--- src/rtl/frs_pkg.sv ---
// Package: shared state encoding and fault-cause bit positions for the
// fault and auto-restart sequencer.
package frs_pkg;

    // One-hot sequencer states.
    typedef enum logic [6:0] {
        ST_OFF    = 7'b000_0001,
        ST_CHARGE = 7'b000_0010,
        ST_SOFT   = 7'b000_0100,
        ST_RUN    = 7'b000_1000,
        ST_BURST  = 7'b001_0000,
        ST_WARN   = 7'b010_0000,
        ST_WAIT   = 7'b100_0000
    } seq_state_e;

    localparam int CAUSE_W     = 6;
    localparam int CAUSE_OCP2  = 0;
    localparam int CAUSE_OVL   = 1;
    localparam int CAUSE_OVP   = 2;
    localparam int CAUSE_UVLO  = 3;
    localparam int CAUSE_BROWN = 4;
    localparam int CAUSE_THERM = 5;

endpackage

--- src/rtl/frs_startup_timer.sv ---
// Module: start-up window counter and soft-start ramp.
// Counts clocks while the sequencer is active (saturating at SU_CYCLES),
// builds the ramp floor(k*LIM_MAX/SS_CYCLES) by error accumulation and
// latches it into ss_limit on each cycle strobe.
// Assumes LIM_MAX <= SS_CYCLES <= SU_CYCLES and LIM_MAX < 2**LIM_W.
module frs_startup_timer #(
    parameter int SU_CYCLES = 64,
    parameter int SS_CYCLES = 40,
    parameter int LIM_W     = 6,
    parameter int LIM_MAX   = 32
) (
    input  logic             clk,
    input  logic             rst_n,
    input  logic             active,
    input  logic             cycle_strobe,
    output logic             su_last,
    output logic             su_done,
    output logic [LIM_W-1:0] ss_limit
);

    localparam int CNT_W = $clog2(SU_CYCLES + 1);
    localparam int ACC_W = $clog2(SS_CYCLES + LIM_MAX + 1);

    logic [CNT_W-1:0] cnt_q;
    logic [ACC_W-1:0] acc_q;
    logic [ACC_W-1:0] acc_sum;
    logic [LIM_W-1:0] level_q;
    logic             level_full;

    assign su_done    = (cnt_q == CNT_W'(SU_CYCLES));
    assign su_last    = (cnt_q == CNT_W'(SU_CYCLES - 1));
    assign level_full = (level_q == LIM_W'(LIM_MAX));
    assign acc_sum    = acc_q + ACC_W'(LIM_MAX);

    // Start-up window counter, cleared whenever the sequencer is inactive.
    always_ff @(posedge clk) begin
        if (!rst_n || !active) begin
            cnt_q <= '0;
        end else if (!su_done) begin
            cnt_q <= cnt_q + 1'b1;
        end
    end

    // Ramp generator: one error-accumulation step per clock until full.
    always_ff @(posedge clk) begin
        if (!rst_n || !active) begin
            acc_q   <= '0;
            level_q <= '0;
        end else if (!level_full) begin
            if (acc_sum >= ACC_W'(SS_CYCLES)) begin
                acc_q   <= acc_sum - ACC_W'(SS_CYCLES);
                level_q <= level_q + 1'b1;
            end else begin
                acc_q   <= acc_sum;
            end
        end
    end

    // Applied limit: takes the ramp value only at switching-cycle boundaries.
    always_ff @(posedge clk) begin
        if (!rst_n || !active) begin
            ss_limit <= '0;
        end else if (cycle_strobe) begin
            ss_limit <= level_q;
        end
    end

endmodule

--- src/rtl/frs_guard.sv ---
// Module: hysteretic brown-out / thermal inhibit and sticky fault causes.
// Each inhibit is set by its entry flag and cleared by its exit flag; the
// entry flag also acts in the same cycle. Causes are captured only while the
// sequencer is active and are cleared by a successful restart.
module frs_guard #(
    parameter int CAUSE_W = 6
) (
    input  logic               clk,
    input  logic               rst_n,
    input  logic               brownout_low,
    input  logic               brownout_ok,
    input  logic               thermal_hot,
    input  logic               thermal_cool,
    input  logic               active,
    input  logic [CAUSE_W-1:0] cause_set,
    input  logic               restart_ok,
    output logic               inhibit,
    output logic [CAUSE_W-1:0] fault_status
);

    logic bo_q;
    logic th_q;

    assign inhibit = brownout_low | thermal_hot | bo_q | th_q;

    // Hysteretic hold flags for brown-out and over-temperature.
    always_ff @(posedge clk) begin
        if (!rst_n) begin
            bo_q <= 1'b0;
            th_q <= 1'b0;
        end else begin
            if (brownout_low)     bo_q <= 1'b1;
            else if (brownout_ok) bo_q <= 1'b0;
            if (thermal_hot)       th_q <= 1'b1;
            else if (thermal_cool) th_q <= 1'b0;
        end
    end

    // Sticky cause register.
    always_ff @(posedge clk) begin
        if (!rst_n || restart_ok) begin
            fault_status <= '0;
        end else if (active) begin
            fault_status <= fault_status | cause_set;
        end
    end

endmodule

--- src/rtl/fault_restart_seq.sv ---
// Module: supervisory sequencer of the controller (top).
// Runs power-up from the start-up charge source, the start-up window with
// soft-start and feedback clamp, burst pause, the two-strike second-level
// overcurrent shutdown and all other shutdowns, and auto-restart through the
// supply restart level at reduced charge current.
// Assumes all inputs are synchronous comparator flags.
module fault_restart_seq
    import frs_pkg::*;
#(
    parameter int SU_CYCLES = 64,
    parameter int SS_CYCLES = 40,
    parameter int LIM_W     = 6,
    parameter int LIM_MAX   = 32
) (
    input  logic               clk,
    input  logic               rst_n,
    input  logic               vdd_above_on,
    input  logic               vdd_below_off,
    input  logic               vdd_below_restart,
    input  logic               drain_above_start,
    input  logic               cycle_strobe,
    input  logic               ocp2_trip,
    input  logic               fb_overload,
    input  logic               fb_burst_low,
    input  logic               fb_burst_high,
    input  logic               brownout_low,
    input  logic               brownout_ok,
    input  logic               thermal_hot,
    input  logic               thermal_cool,
    input  logic               ovp_fault,
    output logic               sw_en,
    output logic               chg_en,
    output logic               chg_reduced,
    output logic [LIM_W-1:0]   ss_limit,
    output logic               fb_clamp,
    output logic               burst_pause,
    output logic [CAUSE_W-1:0] fault_status
);

    seq_state_e         state_q;
    seq_state_e         state_nx;
    logic               active;
    logic               su_last;
    logic               su_done;
    logic               inhibit;
    logic               restart_ok;
    logic               reduced_q;
    logic               ocp_hit;
    logic [CAUSE_W-1:0] cause_set;

    assign active  = (state_q == ST_SOFT) || (state_q == ST_RUN) ||
                     (state_q == ST_BURST) || (state_q == ST_WARN);
    assign ocp_hit = cycle_strobe && ocp2_trip;

    frs_startup_timer #(
        .SU_CYCLES (SU_CYCLES),
        .SS_CYCLES (SS_CYCLES),
        .LIM_W     (LIM_W),
        .LIM_MAX   (LIM_MAX)
    ) u_timer (
        .clk          (clk),
        .rst_n        (rst_n),
        .active       (active),
        .cycle_strobe (cycle_strobe),
        .su_last      (su_last),
        .su_done      (su_done),
        .ss_limit     (ss_limit)
    );

    // Cause vector presented to the sticky register.
    always_comb begin : cause_map
        cause_set              = '0;
        cause_set[CAUSE_OCP2]  = (state_q == ST_WARN) && ocp_hit;
        cause_set[CAUSE_OVL]   = fb_overload && su_done;
        cause_set[CAUSE_OVP]   = ovp_fault;
        cause_set[CAUSE_UVLO]  = vdd_below_off;
        cause_set[CAUSE_BROWN] = brownout_low;
        cause_set[CAUSE_THERM] = thermal_hot;
    end

    frs_guard #(
        .CAUSE_W (CAUSE_W)
    ) u_guard (
        .clk          (clk),
        .rst_n        (rst_n),
        .brownout_low (brownout_low),
        .brownout_ok  (brownout_ok),
        .thermal_hot  (thermal_hot),
        .thermal_cool (thermal_cool),
        .active       (active),
        .cause_set    (cause_set),
        .restart_ok   (restart_ok),
        .inhibit      (inhibit),
        .fault_status (fault_status)
    );

    // Next-state selection with shutdown priority: inhibit, UVLO, faults.
    always_comb begin : next_state
        state_nx = state_q;
        case (state_q)
            ST_OFF: begin
                if (!inhibit && drain_above_start) state_nx = ST_CHARGE;
            end
            ST_CHARGE: begin
                if (inhibit || !drain_above_start) state_nx = ST_OFF;
                else if (vdd_above_on)             state_nx = ST_SOFT;
            end
            ST_WAIT: begin
                if (vdd_below_restart) state_nx = ST_CHARGE;
            end
            default: begin
                if (inhibit) begin
                    state_nx = ST_OFF;
                end else if (vdd_below_off) begin
                    state_nx = drain_above_start ? ST_WAIT : ST_OFF;
                end else if (ovp_fault || (fb_overload && su_done)) begin
                    state_nx = ST_WAIT;
                end else begin
                    case (state_q)
                        ST_SOFT: begin
                            if (ocp_hit)                  state_nx = ST_WARN;
                            else if (su_last || su_done)  state_nx = ST_RUN;
                        end
                        ST_RUN: begin
                            if (ocp_hit)           state_nx = ST_WARN;
                            else if (fb_burst_low) state_nx = ST_BURST;
                        end
                        ST_WARN: begin
                            if (ocp_hit)           state_nx = ST_WAIT;
                            else if (cycle_strobe) state_nx = su_done ? ST_RUN : ST_SOFT;
                        end
                        ST_BURST: begin
                            if (fb_burst_high) state_nx = ST_RUN;
                        end
                        default: state_nx = state_q;
                    endcase
                end
            end
        endcase
    end

    assign restart_ok = (state_q == ST_CHARGE) && (state_nx == ST_SOFT);

    // State register.
    always_ff @(posedge clk) begin
        if (!rst_n) state_q <= ST_OFF;
        else        state_q <= state_nx;
    end

    // Reduced-charge memory: armed by any fault wait, cleared by a restart.
    always_ff @(posedge clk) begin
        if (!rst_n || restart_ok) begin
            reduced_q <= 1'b0;
        end else if ((state_nx == ST_WAIT) && (state_q != ST_WAIT)) begin
            reduced_q <= 1'b1;
        end
    end

    assign sw_en       = (state_q == ST_SOFT) || (state_q == ST_RUN) || (state_q == ST_WARN);
    assign chg_en      = (state_q == ST_CHARGE);
    assign chg_reduced = (state_q == ST_CHARGE) && reduced_q;
    assign fb_clamp    = (state_q == ST_SOFT) || ((state_q == ST_WARN) && !su_done);
    assign burst_pause = (state_q == ST_BURST);

endmodule

--- config.mk ---
export PLATFORM = sky130hd
export DESIGN_NAME = fault_restart_seq
export DESIGN_NICKNAME = d
export VERILOG_FILES = /design/src/rtl/frs_pkg.sv /design/src/rtl/frs_startup_timer.sv /design/src/rtl/frs_guard.sv /design/src/rtl/fault_restart_seq.sv
export SDC_FILE = /design/constraint.sdc
export NUM_CORES = 1
export LEC_CHECK = 0
export BUFFER_PORTS_ARGS = -buffer_cell sky130_fd_sc_hd__buf_2
export CAP_MARGIN = 10
export CORE_MARGIN = 10
export CORE_UTILIZATION = 60
export CTS_CLUSTER_DIAMETER = 30
export DETAILED_ROUTE_END_ITERATION = 10
export PLACE_DENSITY = 0.84
export SYNTH_ARGS = -nofsm -noshare
export SYNTH_HDL_FRONTEND = slang
export SYNTH_SLANG_ARGS = --single-unit
--- constraint.sdc ---
create_clock -name clk -period 4.1 [get_ports clk]
set_clock_uncertainty 0.15 [all_clocks]
set_input_delay 1.23 -clock clk [delete_from_list [all_inputs] [get_ports clk]]
set_output_delay 1.23 -clock clk [all_outputs]
set_load 0.005 [all_outputs]
==> results of run 1 <==
power by group:
part	internal [mW]	switching (mW)
logic	0.0151	0.0199
registers	0.381	0.00313
clock network	0.101	0.123
placed cells by master, fill, tap and decap left out, types with 3 or more instances in the layout:
master,netlist,final
ha_1,7,7
xnor2_1,9,9
nand2_1,17,17
nor3_1,3,3
clkbuf_4,0,5
o21ai_1,4,4
xor2_1,7,7
nor2_1,42,42
a21oi_1,17,17
inv_1,15,15
nand3_1,8,8
mux2i_1,6,6
and3_1,4,4
dfxtp_1,39,39
o21ai_0,8,8
buf_2,4,32
final cells by class:
class / instances / area [um^2] / area share (%)
Sequential cell: 39 / 781 / 33.5
Tap cell: 46 / 57.6 / 2.47
Multi-Input combinational cell: 185 / 1210 / 51.8
Timing Repair Buffer: 32 / 160 / 6.87
Inverter: 15 / 56.3 / 2.42
Clock buffer: 8 / 68.8 / 2.95
sequential cells by signal (all words and copies together) (netlist names):
register              flops
reduced_q                 1
state_q                   7
u_guard.bo_q              1
u_guard.fault_status      6
u_guard.th_q              1
u_timer.acc_q             4
u_timer.cnt_q             7
u_timer.level_q           6
u_timer.ss_limit          6
metal layers:
layer / vias to the layer above / share of wire, % / global-route usage [%]
met5: - / 0 / 0
met3: 7 / 5.2 / 5.07
met2: 46 / 46 / 24.2
met4: 0 / 1.7 / 4.30
met1: 849 / 47 / 19.3
li1: 923 / - / -
worst min-delay path: stages (launching register included):
cell and delay (ns):
dfxtp_1 0.34, a21oi_1 0.04, nor2_1 0.07
worst max-delay path by stage:
stage	cells after the start	slack (ns)	end
CTS	6	0.81	fb_clamp
global route	6	0.58	fb_clamp
finish	5	0.80	chg_reduced
detailed placement	7	1.00	reduced_q
floorplan	6	1.19	reduced_q
global placement	7	1.03	reduced_q
metrics by stage:
| stage | setup WS (ns) | area [um^2] | cells | hold WS [ns] |
|---|---|---|---|---|
| floorplan | 1.19 | 2090 | 248 | 0.284 |
| global placement | 1.03 | 2260 | 317 | 0.295 |
| detailed placement | 1.00 | 2260 | 317 | 0.300 |
| CTS | 0.815 | 2330 | 325 | 0.327 |
| global route | 0.575 | 2330 | 325 | 0.371 |
| finish | 0.803 | 2330 | 325 | 0.327 |
cells by family after synthesis:
logic type / after synthesis
mux: 6
flops: 39
simple gates: 103
buf+inv: 24
compound gates: 53
fa+ha+maj: 7
xor+xnor: 16
==> summary.md, run 1 <==
| Metric | Value |
|---|---|
| Maximum vdd drop | `0.284 mV` |
| Initial Utilization | `62.3%` |
| Cell family with most CP delay | `simple AND/OR/NAND/NOR gates` |
| CTS Buffer Depth | `2` |
| DP Wirelength | `about 3.4 mm` |
| Initial antenna violation count | `0` |
| Mean Syn Cell Area | `8.45 um^2` |
| Crit path arrival time | `1.92 ns` |
| Final weighted congestion in routability-driven placement | `0.853` |
| Post-synthesis sequential area ratio | `about 37%` |
| Layout cells sized above 1 | `about a fifth` |
| Main combinational cell family by area after synthesis | `simple AND/OR/NAND/NOR gates` |
| Post-Syn Nets | `271` |
| CP Class | `register to primary output` |
| CTS resizes | `0` |
| Setup bufs post-CTS | `0` |
| Synth Register Bits | `39` |
| Fill count | `a little over 300` |
| Achievable frequency | `0.303 GHz` |
| Synthesized area | `2090 um^2` |
| Ports | `33` |
| Drt drc | `0` |
| Total CTS buffers | `5` |
| Setup Viol. Count Final | `0` |
| Final setup TNS | `0 ns` |
| Least-Margin Pin Slew | `between 0.6 and 0.7 ns` |
| CTS tree | `built` |
| Final core utilization | `69.3%` |
| Vias in the first global route | `about 1800` |
| R2r worst-path depth | `5` |
| Pwr Density | `276 nW/um^2` |
| CP cell instances | `nor2_2 > nand2_1 > nor3_1 > and2_1 > buf_2` |
| Nets | `approximately 300` |
| Top FF cell, synth | `dfxtp_1` |
| Area leader, netlist | `dfxtp_1` |
| Die width | `79.1 um` |
| Largest net degree at the start of global routing | `22` |
| Tightest Hold Check Type | `register to register` |
| Synth top area share | `37.3%` |
| First-pass GRT wire length | `around 8.0 mm` |
| Worst-path clk slew | `roughly 0.11 ns` |
| Clock Root Buffer | `clkbuf_4` |
| GRT Total Usage | `15.3%` |
| Final min period | `between 3 and 4 ns` |
| Bufs and invs on worst path | `1` |
| Die height | `a little under 80 um` |
| Final Hold Fails | `0` |
| CP endpoint kind | `primary output` |
| Post-Synthesis Cells | `approximately 250` |
| Post-synth cell types | `60` |
| Power, Total | `0.644 mW` |
| Worst r2r src | `state_q[3]` |
| Crit path max fanout | `14` |
| Max Cap Viol | `0` |
| Multiplexer share of the synthesized area | `2.87%` |
| Crit path launch | `state_q[3]` |
| Hold_sp | `u_guard.fault_status[3]` |
| Vias | `1825` |
| Cts hold-fix bufs | `0` |
| Avg WL per Cell | `approximately 14 um` |
| Vias per cell | `5.62` |
| CORE AREA | `3360 um^2` |
| Area Growth Syn to Fin | `11.3%` |
| Worst flop-to-flop path endpoint | `u_timer.acc_q[4]` |
| Leak | `0.927 nW` |
| Starting DRT DRC Count | `158` |
| Slew Viols, Final | `0` |
| Hold endpoint | `u_guard.fault_status[3]` |
| Grt total ovfl | `0` |
| Clock sinks | `39` |
| Post-Synth Simple-Gate Area | `a little over a quarter` |
| Crit share post-route | `about four fifths` |
| WP data required | `2.72 ns` |
| Antenna diodes | `0` |
| XOR/XNOR Fraction of Synth Area | `6.69%` |
| Post-synth top cells | `42 x nor2_1, 39 x dfxtp_1, 17 x a21oi_1, 17 x nand2_1, 15 x inv_1` |
| IO buf count | `32` |
| Synth top area cells | `dfxtp_1 37%, nor2_1 7.5%, ha_1 4.2%` |
| RSZ-0062 raised after global routing | `false` |
| Count leader, synth | `nor2_1` |
| YS warnings | `0` |
| Worst-case headroom to the max-slew limit | `between 50% and 60%` |
| Min-Delay Path Depth | `2` |
| Num rows | `21` |
| Slowest CP cell | `dfxtp_1` |
| Post-synthesis async set-or-reset flop share | `0%` |
| Die ar. | `6250 um^2` |
| Pre-antenna DRT Iters | `4` |
| Drt total wl | `4.51 mm` |
| Synthesized-area fraction occupied by adder cells | `between 4 and 5%` |
| Type of origin of the critical path | `register` |
| CP max stage delay | `0.49 ns` |
| H-tree lvl count | `2` |
| EDFF count, synth | `0` |
| DRT antenna net count | `0` |
| Status | `finished clean` |
| Compound-Gate Fraction of Synth Area | `17.6%` |
| Insertion delay to the later sink of the worst-skew pair | `0.35 ns` |
| Reg2Reg Setup Slack | `approximately 1.4 ns` |
(Power assumes the default switching activity.)
==> run 2: changes to the inputs <==
- CORE_UTILIZATION: 60 -> 56
- PLACE_DENSITY: 0.84 -> 0.79
- clock period: 4.1 -> 3.35 ns (I/O delays scaled with it)
==> run 2 against run 1 <==
  * Core utilization fell by 4.2 points
  * Design area grew 1.4%
  * Cell count up 1.2%
  * First-iteration DRC count decreased by 27%
  * Clock-buffer cell count down 2
  * Via count rose by 0.99%
  * Die area grew 5.3%
  * Critical path type unchanged
==> summary.md, run 2 (synthesis results as in run 1) <==
| Metric | Value |
|---|---|
| Status | `finished clean` |
| Avg WL per Cell | `around 14 um` |
| Largest net degree at the start of global routing | `22` |
| Final WS setup | `0.374 ns` |
| Final hold slack | `between 0.3 and 0.4 ns` |
| Worst-case headroom to the max-slew limit | `58.8%` |
| Tightest Hold Check Type | `register to register` |
| Pre-antenna DRT Iters | `4` |
| CP Class | `register to primary output` |
| Drt total wl | `4.61 mm` |
| Starting DRT DRC Count | `116` |
| Max Cap Viol | `0` |
| Fill count | `roughly 340` |
| Cells after DPL | `about 320` |
| Final weighted congestion in routability-driven placement | `0.924` |
| Initial antenna violation count | `0` |
| CTS Buffer Depth | `2` |
| Drt drc | `0` |
| Commonest non-fill, non-tap cell in the layout | `nor2_1` |
| Vias in the first global route | `1765` |
| IO buf count | `32` |
| Die height | `81.2 um` |
| CTS tree | `built` |
| Crit path arrival time | `1.82 ns` |
| Least-Margin Pin Slew | `between 0.6 and 0.7 ns` |
| Area Growth Syn to Fin | `12.9%` |
| Die ar. | `6590 um^2` |
| Slew Viols, Final | `0` |
| RSZ-0062 raised after global routing | `false` |
| Clock sinks | `39` |
| Setup bufs post-CTS | `0` |
| Final min period | `approximately 3 ns` |
| H-tree lvl count | `2` |
| CP endpoint kind | `primary output` |
| Crit share post-route | `around 89%` |
| Final setup TNS | `0 ns` |
| WP data required | `2.19 ns` |
| Setup Viol. Count Final | `0` |
| Nets | `303` |
| Insertion delay to the later sink of the worst-skew pair | `0.29 ns` |
| Initial Utilization | `57.6%` |
| CTS resizes | `0` |
| Clock Root Buffer | `clkbuf_8` |
| First-pass GRT wire length | `7.89 mm` |
| Final Hold Fails | `0` |
| Grt total ovfl | `0` |
| Crit path max fanout | `8` |
| Commonest cells after routing, fill and taps aside | `42 x nor2_1, 39 x dfxtp_1, 32 x buf_2` |
| DP Wirelength | `3.51 mm` |
| Achievable frequency | `0.336 GHz` |
| Ports | `33` |
| Final core utilization | `65.1%` |
| Num rows | `22` |
| Vias per cell | `5.60` |
| Vias | `between 1500 and 2000` |
| Die width | `81.2 um` |
| CORE AREA | `3630 um^2` |
| Layout cells sized above 1 | `20.6%` |
| Top Registers | `state_q: 7 flops, u_timer.cnt_q: 7 flops` |
| Type of origin of the critical path | `register` |
| DRT antenna net count | `0` |
| Leak | `0.940 nW` |
| Cts hold-fix bufs | `0` |
| Antenna diodes | `0` |
| Pwr Density | `346 nW/um^2` |
| Maximum vdd drop | `~0.33 mV` |
| GRT Total Usage | `between 10% and 20%` |
| Multi-input gate area | `1210 um^2` |
| Place WS | `0.432 ns` |
| Register area | `781 um^2` |
| Layout Cells excl Fill | `329` |
| Total CTS buffers | `5` |
| Worst-path clk slew | `0.08 ns` |
## run 2: cell count changes in the layout (fill, tap and decap cells not counted)
cell and change:
buf_4 +2, clkbuf_4 -5, clkbuf_8 +3, clkinv_2 +1
clkinvlp_4 +1
## run 2: power by group
part           switching [mW]  leakage [nW]  total [mW]  internal, mW
clock                   0.159        0.0412       0.305         0.145
combinational          0.0246         0.584      0.0432        0.0185
sequential            0.00380         0.315       0.470         0.466
total                   0.188         0.940       0.818         0.630
## run 2: path summary, 6_finish.rpt
check / cells past startpoint / endpoint / slack, ns / startpoint
setup / recovery: 6 / fb_clamp / 0.37 / u_timer.cnt_q[2]
hold / removal: 2 / u_guard.fault_status[3] / 0.32 / u_guard.fault_status[3]
setup reg to reg: 9 / reduced_q / 0.90 / u_timer.cnt_q[0]
hold reg to reg: 2 / u_guard.fault_status[3] / 0.32 / u_guard.fault_status[3]
## run 2: area by class of cell
class	count	area share (%)
multi-input combinational	185	51.1
sequential	39	33.0
timing repair buffer	34	7.41
clock buffer	6	3.07
tap	48	2.54
inverter	15	2.38
clock inverter	2	0.529
## run 2: worst max-delay path, cell delays in order, from the launching register on
cell and delay, ns:
dfxtp_1 0.36, nor4b_2 0.47, nand2_2 0.21, nand3_1 0.12, o21ai_0 0.07, and3b_1 0.19, buf_2 0.12
## run 2: per-layer routing
layer / wire length, um / vias up / track usage, %
li1: - / 930 / -
met1: 2040 / 851 / 17.9
met2: 2170 / 57 / 24.1
met3: 347 / 5 / 4.30
met4: 55 / 0 / 5.54
met5: 0 / - / 0
## run 2: metrics by stage
step                      area, um^2  total power [mW]
after floorplan                 2090             0.506
after global placement          2280             0.523
after detailed placement        2280             0.523
after CTS                       2360             0.824
after global routing            2360             0.850
final                           2360             0.818
